### src/rtl/io_rd_pkg.sv
package io_rd_pkg;
  typedef enum logic [2:0] {
    ST_IDLE,
    ST_C1,
    ST_C2,
    ST_WAIT,
    ST_C3,
    ST_C4
  } cyc_state_e;
endpackage

### src/rtl/io_rd_wait_cnt.sv
module io_rd_wait_cnt #(
  parameter int MAX_WAIT = 8,
  localparam int CntW = $clog2(MAX_WAIT + 1)
) (
  input  logic clk_i,
  input  logic rst_ni,
  input  logic start_i,
  input  logic step_i,
  output logic at_limit_o
);
  logic [CntW-1:0] cnt_q;

  always_ff @(posedge clk_i or negedge rst_ni) begin
    if (!rst_ni)      cnt_q <= '0;
    else if (start_i) cnt_q <= CntW'(1);
    else if (step_i)  cnt_q <= cnt_q + CntW'(1);
  end

  assign at_limit_o = (cnt_q == CntW'(MAX_WAIT));

  p_cnt_bounded_r7: assert property (@(posedge clk_i) disable iff (!rst_ni)
    (step_i && !start_i) |-> (cnt_q < CntW'(MAX_WAIT)));
endmodule

### src/rtl/io_rd_seq.sv
module io_rd_seq
  import io_rd_pkg::*;
(
  input  logic       clk_i,
  input  logic       rst_ni,
  input  logic       req_i,
  input  logic       rdy_i,
  input  logic       at_limit_i,
  output cyc_state_e state_o,
  output logic       abort_o,
  output logic       accept_o,
  output logic       wait_start_o,
  output logic       wait_step_o
);
  cyc_state_e state_q, state_d;
  logic       abort_q;
  logic       timeout;

  assign timeout = (state_q == ST_WAIT) && !rdy_i && at_limit_i;

  always_comb begin
    state_d = state_q;
    unique case (state_q)
      ST_IDLE: if (req_i) state_d = ST_C1;
      ST_C1:   state_d = ST_C2;
      ST_C2:   state_d = rdy_i ? ST_C3 : ST_WAIT;
      ST_WAIT: begin
        if (rdy_i)        state_d = ST_C3;
        else if (timeout) state_d = ST_C4;
      end
      ST_C3:   state_d = ST_C4;
      ST_C4:   state_d = ST_IDLE;
      default: state_d = ST_IDLE;
    endcase
  end

  always_ff @(posedge clk_i or negedge rst_ni) begin
    if (!rst_ni) begin
      state_q <= ST_IDLE;
      abort_q <= 1'b0;
    end else begin
      state_q <= state_d;
      if (timeout)                abort_q <= 1'b1;
      else if (state_q == ST_C4)  abort_q <= 1'b0;
    end
  end

  assign state_o      = state_q;
  assign abort_o      = abort_q;
  assign accept_o     = (state_q == ST_IDLE) && req_i;
  assign wait_start_o = (state_q == ST_C2) && !rdy_i;
  assign wait_step_o  = (state_q == ST_WAIT) && !rdy_i && !at_limit_i;

  p_wait_hold_r5: assert property (@(posedge clk_i) disable iff (!rst_ni)
    (state_q == ST_WAIT && !rdy_i && !at_limit_i) |=> (state_q == ST_WAIT));
  p_ready_skips_wait_r5: assert property (@(posedge clk_i) disable iff (!rst_ni)
    (state_q == ST_C2 && rdy_i) |=> (state_q == ST_C3));
  p_timeout_ends_r7: assert property (@(posedge clk_i) disable iff (!rst_ni)
    timeout |=> (state_q == ST_C4 && abort_q));
endmodule

### src/rtl/io_rd_latch.sv
module io_rd_latch #(
  parameter int AW = 16,
  parameter int DW = 8
) (
  input  logic          clk_i,
  input  logic          rst_ni,
  input  logic          addr_load_i,
  input  logic [AW-1:0] addr_i,
  input  logic          data_load_i,
  input  logic [DW-1:0] data_i,
  output logic [AW-1:0] addr_o,
  output logic [DW-1:0] data_o
);
  always_ff @(posedge clk_i or negedge rst_ni) begin
    if (!rst_ni) begin
      addr_o <= '0;
      data_o <= '0;
    end else begin
      if (addr_load_i) addr_o <= addr_i;
      if (data_load_i) data_o <= data_i;
    end
  end
endmodule

### src/rtl/io_rd_cycle.sv
module io_rd_cycle
  import io_rd_pkg::*;
#(
  parameter int AW       = 16,
  parameter int DW       = 8,
  parameter int MAX_WAIT = 8
) (
  input  logic          clk_i,
  input  logic          rst_ni,
  input  logic          req_i,
  input  logic [AW-1:0] addr_i,
  output logic [DW-1:0] data_o,
  output logic          done_o,
  output logic          err_o,
  output logic          bus_ale_o,
  output logic          bus_ior_no,
  output logic [AW-1:0] bus_addr_o,
  input  logic [DW-1:0] bus_data_i,
  input  logic          bus_rdy_i
);
  cyc_state_e state;
  logic       abort, accept, wait_start, wait_step, at_limit;

  io_rd_seq u_seq (
    .clk_i       (clk_i),
    .rst_ni      (rst_ni),
    .req_i       (req_i),
    .rdy_i       (bus_rdy_i),
    .at_limit_i  (at_limit),
    .state_o     (state),
    .abort_o     (abort),
    .accept_o    (accept),
    .wait_start_o(wait_start),
    .wait_step_o (wait_step)
  );

  io_rd_wait_cnt #(.MAX_WAIT(MAX_WAIT)) u_wcnt (
    .clk_i     (clk_i),
    .rst_ni    (rst_ni),
    .start_i   (wait_start),
    .step_i    (wait_step),
    .at_limit_o(at_limit)
  );

  io_rd_latch #(.AW(AW), .DW(DW)) u_latch (
    .clk_i      (clk_i),
    .rst_ni     (rst_ni),
    .addr_load_i(accept),
    .addr_i     (addr_i),
    .data_load_i(state == ST_C3),
    .data_i     (bus_data_i),
    .addr_o     (bus_addr_o),
    .data_o     (data_o)
  );

  assign bus_ale_o  = (state == ST_C1);
  assign bus_ior_no = !(state == ST_C2 || state == ST_WAIT || state == ST_C3);
  assign done_o     = (state == ST_C4) && !abort;
  assign err_o      = (state == ST_C4) && abort;

  p_ale_single_r2: assert property (@(posedge clk_i) disable iff (!rst_ni)
    bus_ale_o |=> !bus_ale_o);
  p_strobe_after_ale_r4: assert property (@(posedge clk_i) disable iff (!rst_ni)
    $fell(bus_ior_no) |-> $past(bus_ale_o));
  p_addr_stable_r4: assert property (@(posedge clk_i) disable iff (!rst_ni)
    (!bus_ior_no || bus_ale_o) |=> (bus_ale_o || $stable(bus_addr_o)));
  p_done_err_excl_r7: assert property (@(posedge clk_i) disable iff (!rst_ni)
    !(done_o && err_o));
  p_done_after_c3_r6: assert property (@(posedge clk_i) disable iff (!rst_ni)
    done_o |-> $past(state == ST_C3));
  p_no_ale_in_cycle_r8: assert property (@(posedge clk_i) disable iff (!rst_ni)
    (!bus_ior_no) |-> !bus_ale_o);
endmodule

### config.mk
export PLATFORM = sky130hd
export DESIGN_NAME = io_rd_cycle
export DESIGN_NICKNAME = d
export VERILOG_FILES = /design/src/rtl/io_rd_pkg.sv /design/src/rtl/io_rd_wait_cnt.sv /design/src/rtl/io_rd_seq.sv /design/src/rtl/io_rd_latch.sv /design/src/rtl/io_rd_cycle.sv
export SDC_FILE = /design/constraint.sdc
export NUM_CORES = 1
export LEC_CHECK = 0
export ABC_AREA = 1
export BUFFER_PORTS_ARGS = -buffer_cell sky130_fd_sc_hd__buf_2
export CAP_MARGIN = 20
export CELL_PAD_IN_SITES_DETAIL_PLACEMENT = 1
export CELL_PAD_IN_SITES_GLOBAL_PLACEMENT = 1
export CORE_MARGIN = 10
export CORE_UTILIZATION = 34
export DETAILED_ROUTE_END_ITERATION = 12
export GPL_TIMING_DRIVEN = 0
export MAX_ROUTING_LAYER = met4
export PLACE_DENSITY = 0.75
export RECOVER_POWER = 100
export SYNTH_ARGS = -nofsm -noshare
export SYNTH_HDL_FRONTEND = slang
export SYNTH_SLANG_ARGS = --single-unit
### constraint.sdc
create_clock -name clk_i -period 1.5 [get_ports clk_i]
set_clock_uncertainty 0.1 [all_clocks]
set_input_delay 0.075 -clock clk_i [delete_from_list [all_inputs] [get_ports clk_i]]
set_output_delay 0.075 -clock clk_i [all_outputs]
set_load 0.01 [all_outputs]
==> results.cfg, run 1 <==
[status]
status = finished clean

[setup_path]
crit_chain = nor2_4 > nand2_4 > inv_6 > nor2_2 > buf_2
end_kind = primary output
startpoint_type = flop
critPathLaunch = u_seq.state_o[0]$_DFFE_PN0P_
path_buf_inv = 2
required_ns = 1.32
crit_arrival_ns = 1.26
cp_slowest_cell = dfrtp_2
r2r_start = u_seq.state_o[0]$_DFFE_PN0P_
crit_type = flop to primary output
critPathTopFamily = flip-flops
path_max_fanout = 9
max_stage_delay_ns = 0.45

[power_and_ir_drop]
power_mw = 3.85
power_density_nw_per_um2 = 1770
cellLeakagePower_nw = 1.14
ir_drop_mv = 0.772

[layout]
nFillCells = 513
area_growth_pct = 48.5
final-instance-count-excl-fill = 308
drive_above_1_share_pct = 26.1
nNetsFinal = 289

[floorplanning]
coreArea_um2 = 4090
num_rows = 23
dieHeight_um = 85.5
initial_core_util_pct = 35.7
io_pins = 56
die-area_um2 = 7320
die_x_um = 85.5

[drt]
routed_wl_mm = 4.73
via_per_inst = 4.65
avgRoutedWirePerCell_um = 15.3
vias = 1432
ant_nets = 0
drc = 0
first_pass_iters = 4
drtIter0Drc = 50

[global_routing]
antenna_found_initial = 1
grt_max_degree = 33
grt.total_usage_pct = 14.2
grt_pass1_vias = 1628
globalRoute.totalOverflow = 0
grt_pass1_wl_mm = 8.01

[yosys]
synth_cells = 166
post_synth_xor_area_fraction_pct = 0.600
synth_fa_ha_area_share_pct = 1.71
synth-compound-area-share_pct = 6.94
synth_top_family_by_area = simple AND/OR/NAND/NOR gates
ys.warnings.count = 0
synth_area_per_cell_um2 = 8.80
syn_nets = 196
synthDistinctLibCells = 21
syn-cell-area_um2 = 1460
synth-simple-area-share_pct = 26.6
ys_ff_latch = 32
seq_area_frac_synth_pct = 54.8
muxShareOfSynthArea_pct = 0

[timing]
rsz0062_at_grt = true
min_period_ns = 1.44
hold_viol = 0
setup_viol = 0
slew_violations = 0
relSlewSlack_pct = 46.1
tightestPinTransition_ns = 0.808
fmax_mhz = 695
min_period_over_period_pct = 96.0

[placed_design]
port_buffers = 55
hpwl_mm = 3.16
place.gp.congestion = 0.715
dp_cells = 271

[min_path]
hp-class = primary input to flop
hold_start = req_i

[clock_tree]
cts_root_buf = clkbuf_8
clock-sinks = 32
htree_levels = 2
clk_pin_slew_worst_paths_ns = 0.06
cts_tree = done
cts_buffers = 5
clockBufferDepth = 2
clk_latency_ns = 0.28

[run]
max_cap_violations = 0
-- sequential cells by signal, indices dropped and copies added, names as in the netlist --
name,flops
u_seq.abort_o,1
u_wcnt.cnt_q,4
u_latch.addr_o,16
u_seq.state_o,3
u_latch.data_o,8
-- cells in the final DEF, fill, tap and decap left out, types with 6 or more instances in the layout --
cell	n
nand2_1	53
buf_2	30
dfrtp_1	29
dlygate4sd3_1	25
clkbuf_1	24
inv_1	22
o21ai_0	12
nand3_1	8
o21ai_1	6
buf_4	6
-- path summary, 6_finish.rpt --
kind,end,slack (ns),depth (start not counted)
max,bus_ior_no,0.06,5
min in group asynchronous,u_latch.addr_o[12]$_DFFE_PN0P_,0.31,2
max reg2reg,u_latch.addr_o[10]$_DFFE_PN0P_,0.08,5
min reg2reg,u_latch.data_o[7]$_DFFE_PN0N_,0.38,2
min,u_latch.addr_o[1]$_DFFE_PN0P_,0.08,4
max in group asynchronous,u_seq.state_o[2]$_DFFE_PN0P_,0.43,2
-- cells by family (layout without fill, tap and decap cells) --
family / Yosys count / in the layout
other: 0 / 1
AND/OR/NAND/NOR: 81 / 81
adder cells (fa/ha/maj): 2 / 2
flip-flops: 32 / 32
XOR/XNOR: 1 / 1
buffers and inverters: 30 / 121
AO/OA/AOI/OAI: 20 / 20
-- repair_timing --
action | 4_1_cts | 5_1_grt
endpoints found under the hold margin | 56 | 0
resized for setup | 6 | 8
cloned | 0 | 0
pin swaps | 1 | 3
endpoints found under the setup margin | 3 | 3
hold buffers | 25 | 0
setup buffers | 2 | 4
-- power breakdown --
part | total, mW | switching [mW] | internal (mW)
sequential | 1.57 | 0.304 | 1.27
clock | 0.585 | 0.287 | 0.298
combinational | 1.69 | 1.02 | 0.672
total | 3.85 | 1.61 | 2.24
-- worst min-delay path: cells and delay by family --
| kind | cells | cell delay [ns] |
|---|---|---|
| AOI/OAI and AO/OA | 1 | 0.06 |
| buffers and inverters | 1 | 0.12 |
| and+or+nand+nor | 2 | 0.16 |
-- Yosys cell counts --
library cell   n  area share (%)
nand2_1       54              14
dfrtp_1       32              55
inv_1         24             6.2
o21ai_0       12             4.1
nand3_1        8             2.7
nor2_1         6             1.5
o21ai_1        6             2.1
nor2_4         4             3.1
buf_6          3             2.3
inv_2          3            0.77
ha_1           2             1.7
nand2_2        2            0.86
nand3b_1       2             1.0
a21oi_1        1            0.34
nand2_4        1            0.77
nand3_2        1            0.69
nand3_4        1             1.2
nand4_1        1            0.43
nor2_2         1            0.43
o22ai_1        1            0.43
xor2_1         1            0.60
-- routing by layer --
layer  vias to the layer above  global-route usage [%]  routed length [µm]
met5                         -                       -                   0
met4                         0                    5.69                  63
met3                         4                    5.87                 274
met2                        37                    23.6                2560
met1                       697                    14.4                1830
li1                        694                       -                   -
-- final cells by class --
type	instances	area (µm²)	area share, %
multi-input combinational	104	549	25.3
clock buffer	5	68.8	3.17
timing repair buffer	86	541	24.9
antenna	1	2.50	0.115
sequential	32	805	37.1
tap	50	62.6	2.89
inverter	27	106	4.90
buffer	3	33.8	1.56
-- per-stage QoR --
stage / setup slack (ns) / util (%) / hold WS (ns) / setup TNS [ns] / cell area, µm²
floorplan: 0.291 / - / -0.321 / 0 / 1460
global placement: 0.144 / 44.0 / 0.0825 / 0 / 1800
detailed placement: 0.121 / 44.0 / 0.0868 / 0 / 1800
CTS: 0.0119 / 52.5 / 0.0682 / 0 / 2140
global route: -0.0378 / 53.1 / 0.0854 / -0.0777 / 2170
finish: 0.0602 / 53.1 / 0.0751 / 0 / 2170
(Power assumes the default switching activity.)
==> run 2: changes to the inputs <==
--- a/config.mk
+++ b/config.mk
@@ -7,16 +7,16 @@
 export LEC_CHECK = 0
 export ABC_AREA = 1
 export BUFFER_PORTS_ARGS = -buffer_cell sky130_fd_sc_hd__buf_2
-export CAP_MARGIN = 20
+export CAP_MARGIN = 10
 export CELL_PAD_IN_SITES_DETAIL_PLACEMENT = 1
 export CELL_PAD_IN_SITES_GLOBAL_PLACEMENT = 1
 export CORE_MARGIN = 10
 export CORE_UTILIZATION = 34
 export DETAILED_ROUTE_END_ITERATION = 12
 export GPL_TIMING_DRIVEN = 0
-export MAX_ROUTING_LAYER = met4
-export PLACE_DENSITY = 0.75
+export PLACE_DENSITY = 0.76
 export RECOVER_POWER = 100
 export SYNTH_ARGS = -nofsm -noshare
 export SYNTH_HDL_FRONTEND = slang
+export SYNTH_HIERARCHICAL = 1
 export SYNTH_SLANG_ARGS = --single-unit
==> results.cfg, run 2 <==
[yosys]
synthArstFlopShare_pct = 100
seq_area_frac_synth_pct = 54.1
ys.flop_type = dfrtp_1
synthDistinctLibCells = 21
ys_ff_latch = 32
synth_most_common_cell = nand2_1
synth_edf_count = 0
syn_nets = 207
ys.warnings.count = 6
synth.top_cell.area_share_pct = 54.1
syn-cell-area_um2 = 1480
synth_area_per_cell_um2 = 8.36
synth_cells = 177
synth_top_cell_by_area = dfrtp_1
synth_common_cells = nand2_1 (81), dfrtp_1 (32), inv_1 (11), nor2_1 (11), nand2_2 (8)
synth_area_leaders = dfrtp_1 (54%), nand2_1 (21%), nand2_2 (3.4%)

[global_routing]
grt.total_usage_pct = 13.2
globalRoute.totalOverflow = 0
grt_pass1_wl_mm = 7.98
grt_max_degree = 33
grt_pass1_vias = 1644
antenna_found_initial = 1

[setup_path]
path_max_fanout = 7
ff2ff_setup_slack_ns = 0.03
required_ns = 1.32
crit_type = flop to primary output
crit_arrival_ns = 1.31
reg2reg_depth = 11
startpoint_type = flop
end_kind = primary output
r2r_start = u_wcnt/cnt_q[0]$_DFFE_PN0P_
r2r_end = u_wcnt/cnt_q[3]$_DFFE_PN0P_

[clock_tree]
clock-sinks = 32
clockBufferDepth = 2
clk_pin_slew_worst_paths_ns = 0.06
cts_root_buf = clkbuf_8
clk_latency_ns = 0.28
htree_levels = 2
cts_buffers = 5
cts_tree = done

[placed_design]
place_ws_ns = -0.153
port_buffers = 55
place.gp.congestion = 0.759
hpwl_mm = 3.19
dp_cells = 282

[timing]
min_period_ns = 1.48
min_period_over_period_pct = 98.8
fmax_mhz = 675
tightestPinTransition_ns = 0.817
hold_viol = 0
rsz0062_at_grt = true
slew_violations = 0
relSlewSlack_pct = 45.5
final.setup.worst_slack_ns = 0.0180
setup_viol = 0

[power_and_ir_drop]
power_mw = 4.35
ir_drop_mv = 0.619
power_density_nw_per_um2 = 1880
cellLeakagePower_nw = 1.20

[drt]
routed_wl_mm = 5.24
vias = 1545
drtIter0Drc = 26
drc = 0
avgRoutedWirePerCell_um = 15.8
first_pass_iters = 4
via_per_inst = 4.67
ant_nets = 0

[layout]
top_regs = u_latch/addr_o: 16 flops, u_latch/data_o: 8 flops, u_wcnt/cnt_q: 4 flops
largest_reg_flops = 16
layout_commonest_cell = nand2_1
area_growth_pct = 56.6
drive_above_1_share_pct = 33.2
largest_register = u_latch/addr_o
final_util_pct = 56.3
final_cell_mix = nand2_1 (79), buf_2 (30), dfrtp_1 (29)
final-instance-count-excl-fill = 331
nNetsFinal = 310

[min_path]
hp-class = primary input to flop
hold_depth = 5
hold_start = bus_rdy_i
holdPathEnd = u_seq/state_o[2]$_DFFE_PN0P_

[floorplanning]
num_rows = 23
io_pins = 56
coreArea_um2 = 4120
die-area_um2 = 7390
dieHeight_um = 86.0
initial_core_util_pct = 35.9
die_x_um = 86.0

[run]
max_cap_violations = 0

[status]
status = finished clean
[run 2: cell count changes in the layout (fill, tap and decap cells not counted), moves of 9 or more]
cell and delta:
buf_4 +11, inv_1 -16, nand2_1 +26, o21ai_0 -9
[run 2: worst max-delay path by stage]
| stage | start | endpoint | slack, ns | cells past startpoint |
|---|---|---|---|---|
| after global placement | u_seq/state_o[0]$_DFFE_PN0P_ | u_latch/addr_o[7]$_DFFE_PN0P_ | -0.12 | 8 |
| final | u_seq/state_o[2]$_DFFE_PN0P_ | bus_ior_no | 0.02 | 4 |
| after floorplan | u_wcnt/cnt_q[0]$_DFFE_PN0P_ | u_wcnt/cnt_q[3]$_DFFE_PN0P_ | 0.04 | 11 |
| after CTS | u_wcnt/cnt_q[1]$_DFFE_PN0P_ | u_wcnt/cnt_q[3]$_DFFE_PN0P_ | -0.008 | 11 |
| after global routing | u_wcnt/cnt_q[0]$_DFFE_PN0P_ | u_wcnt/cnt_q[1]$_DFFE_PN0P_ | -0.09 | 10 |
| after detailed placement | u_wcnt/cnt_q[0]$_DFFE_PN0P_ | u_wcnt/cnt_q[3]$_DFFE_PN0P_ | -0.15 | 11 |
[run 2: timing repair]
| action | in CTS | in global routing |
|---|---|---|
| pin swaps | 1 | 5 |
| endpoints found under the hold margin | 56 | 0 |
| setup buffers | 5 | 12 |
| gates cloned | 0 | 0 |
| hold buffers | 25 | 0 |
| endpoints found under the setup margin | 19 | 23 |
| resized for setup | 9 | 20 |
[run 2: critical path: stages (launching register included)]
cell,delay [ns]
dfrtp_2,0.49
buf_4,0.18
nor2_1,0.16
a21oi_1,0.06
buf_2,0.14
[run 2: stage by stage]
stage	setup TNS [ns]	area, µm²	hold slack [ns]
2_1_floorplan	0	1480	-0.321
3_3_place_gp	-1.30	1820	0.0805
3_5_place_dp	-1.85	1820	0.0764
4_1_cts	-0.00787	2200	0.0210
5_1_grt	-0.421	2320	0.0771
6_report	0	2320	0.0406
[run 2: cell type report]
class,count,area [µm²]
multi-input combinational,124,637
timing repair buffer,97,623
clock buffer,6,72.6
inverter,17,78.8
fill,514,1800
clock inverter,1,5.00
antenna,1,2.50
sequential,32,805
tap,50,62.6
buffer,3,30.0
[run 2: routing by layer]
layer  global-route usage (%)  wire, µm
met1                     14.5      2140
met2                     23.5      2730
met3                     5.01       310
met4                     2.54        60
met5                        0         0
[run 2: cells by family after synthesis]
kind of cell,synth area share (%)
adder cells (fa/ha/maj),1.69
buffers and inverters,7.87
AND/OR/NAND/NOR,33.7
AO/OA/AOI/OAI,2.62
flip-flops,54.1
[run 2: where the power goes]
part | internal [mW] | total, mW | switching, mW
Clock | 0.315 | 0.608 | 0.293
Sequential | 1.28 | 1.60 | 0.319
Combinational | 0.873 | 2.14 | 1.27
==> run 3: changes to the inputs <==
--- a/config.mk
+++ b/config.mk
@@ -12,6 +12,7 @@
 export CELL_PAD_IN_SITES_GLOBAL_PLACEMENT = 1
 export CORE_MARGIN = 10
 export CORE_UTILIZATION = 34
+export CTS_BUF_LIST = sky130_fd_sc_hd__clkbuf_8 sky130_fd_sc_hd__clkbuf_16
 export DETAILED_ROUTE_END_ITERATION = 12
 export GPL_TIMING_DRIVEN = 0
 export PLACE_DENSITY = 0.76
==> results.cfg, run 3 (synthesized netlist as in run 2, its figures left out) <==
[global_routing]
grt.total_usage_pct = 13.2
globalRoute.totalOverflow = 0
grt_max_degree = 33
grt_pass1_vias = 1644
grt_pass1_wl_mm = 7.98
antenna_found_initial = 1

[placed_design]
port_buffers = 55
place.gp.congestion = 0.759
hpwl_mm = 3.19

[timing]
tightestPinTransition_ns = 0.820
relSlewSlack_pct = 45.3
fmax_mhz = 675
hold_viol = 0
min_period_over_period_pct = 98.8
min_period_ns = 1.48
rsz0062_at_grt = true
slew_violations = 0
setup_viol = 0

[layout]
largest_reg_flops = 16
drive_above_1_share_pct = 33.2
largest_register = u_latch/addr_o
final_cell_mix = nand2_1 (79), buf_2 (30), dfrtp_1 (29)
layout_commonest_cell = nand2_1
top_regs = u_latch/addr_o: 16 flops, u_latch/data_o: 8 flops, u_wcnt/cnt_q: 4 flops
area_growth_pct = 56.6
nFillCells = 514
nNetsFinal = 310
final_util_pct = 56.3

[power_and_ir_drop]
power_density_nw_per_um2 = 1870
p_comb_share_pct = 49.3
swShare_pct = 43.3
intPower_mw = 2.46
switching_power_mw = 1.88
p_clk_share_pct = 13.9
power_mw = 4.34
ir_drop_mv = 0.619
seqPwrFrac_pct = 36.9
cellLeakagePower_nw = 1.21

[drt]
via_per_inst = 4.65
drc = 0
ant_nets = 0
vias = 1540
avgRoutedWirePerCell_um = 15.8
drtIter0Drc = 26
routed_wl_mm = 5.24
first_pass_iters = 4

[clock_tree]
cts_buffers = 5
htree_levels = 2
cts_root_buf = clkbuf_8
clk_pin_slew_worst_paths_ns = 0.06
clockBufferDepth = 2
clk_latency_ns = 0.28
clock-sinks = 32
cts_tree = done

[setup_path]
end_kind = primary output
required_ns = 1.32
startpoint_type = flop
crit_type = flop to primary output
crit_arrival_ns = 1.31
path_max_fanout = 7

[status]
status = finished clean

[run]
max_cap_violations = 0

[floorplanning]
die_x_um = 86.0
num_rows = 23
coreArea_um2 = 4120
dieHeight_um = 86.0
die-area_um2 = 7390
initial_core_util_pct = 35.9
io_pins = 56

[min_path]
hp-class = primary input to flop
==> run 3: changes by cell type in the layout (fill, tap and decap cells not counted) <==
cell	change
clkbuf_1	-1
inv_1	+1
==> run 3: worst paths after layout <==
kind	startpoint	to	depth (start not counted)	slack, ns
setup / recovery	u_seq/state_o[2]$_DFFE_PN0P_	bus_ior_no	4	0.02
hold / removal	bus_rdy_i	u_seq/state_o[2]$_DFFE_PN0P_	5	0.04
setup reg to reg	u_wcnt/cnt_q[0]$_DFFE_PN0P_	u_wcnt/cnt_q[3]$_DFFE_PN0P_	11	0.03
hold reg to reg	u_latch/addr_o[15]$_DFFE_PN0P_	u_latch/addr_o[15]$_DFFE_PN0P_	2	0.37
max in group asynchronous	rst_ni	u_seq/state_o[0]$_DFFE_PN0P_	2	0.40
min in group asynchronous	rst_ni	u_seq/state_o[1]$_DFFE_PN0P_	2	0.34
==> run 3: layout make-up <==
type | count | area, µm² | area share [%]
timing repair buffer | 97 | 623 | 26.9
inverter | 17 | 78.8 | 3.40
tap | 50 | 62.6 | 2.70
clock buffer | 5 | 68.8 | 2.97
antenna | 1 | 2.50 | 0.108
buffer | 3 | 30.0 | 1.30
clock inverter | 2 | 8.76 | 0.378
multi-input combinational | 124 | 637 | 27.5
sequential | 32 | 805 | 34.7
==> run 3: what timing repair did <==
item                                    4_1_cts  5_1_grt
endpoints found under the setup margin       19       23
gates resized for setup                       9       20
pin swaps                                     1        5
setup buffers                                 5       12
endpoints found under the hold margin        56        0
hold buffers                                 25        0
==> run 3: layer usage <==
| layer | vias to the layer above | global-route usage, % | part of all wire (%) |
|---|---|---|---|
| met1 | 740 | 14.5 | 41 |
| met4 | 0 | 2.54 | 1.1 |
| met5 | - | 0 | 0 |
| li1 | 751 | - | - |
| met2 | 43 | 23.5 | 52 |
| met3 | 6 | 5.01 | 5.9 |
==> run 3: stage by stage <==
step	cell area (µm²)	setup slack, ns	TNS (ns)	std cells	hold WS [ns]
6_report	2320	0.0180	0	331	0.0406
5_1_grt	2320	-0.0856	-0.418	331	0.0771
4_1_cts	2200	-0.00787	-0.00787	319	0.0210
3_5_place_dp	1820	-0.153	-1.85	282	0.0764
3_3_place_gp	1820	-0.117	-1.30	282	0.0805
2_1_floorplan	1480	0.0422	0	177	-0.321
==> run 3: critical path, stage by stage, from the launching register on <==
cell	delay (ns)
dfrtp_2	0.49
buf_4	0.18
nor2_1	0.16
a21oi_1	0.06
buf_2	0.14
==> run 3: power groups by stage <==
stage,Combinational (mW),Clock (mW),Sequential (mW)
CTS,1.90,0.629,1.57
global route,2.42,0.659,1.66
floorplan,0.886,0,1.71
global placement,1.64,0,1.58
finish,2.14,0.601,1.60
detailed placement,1.71,0,1.60
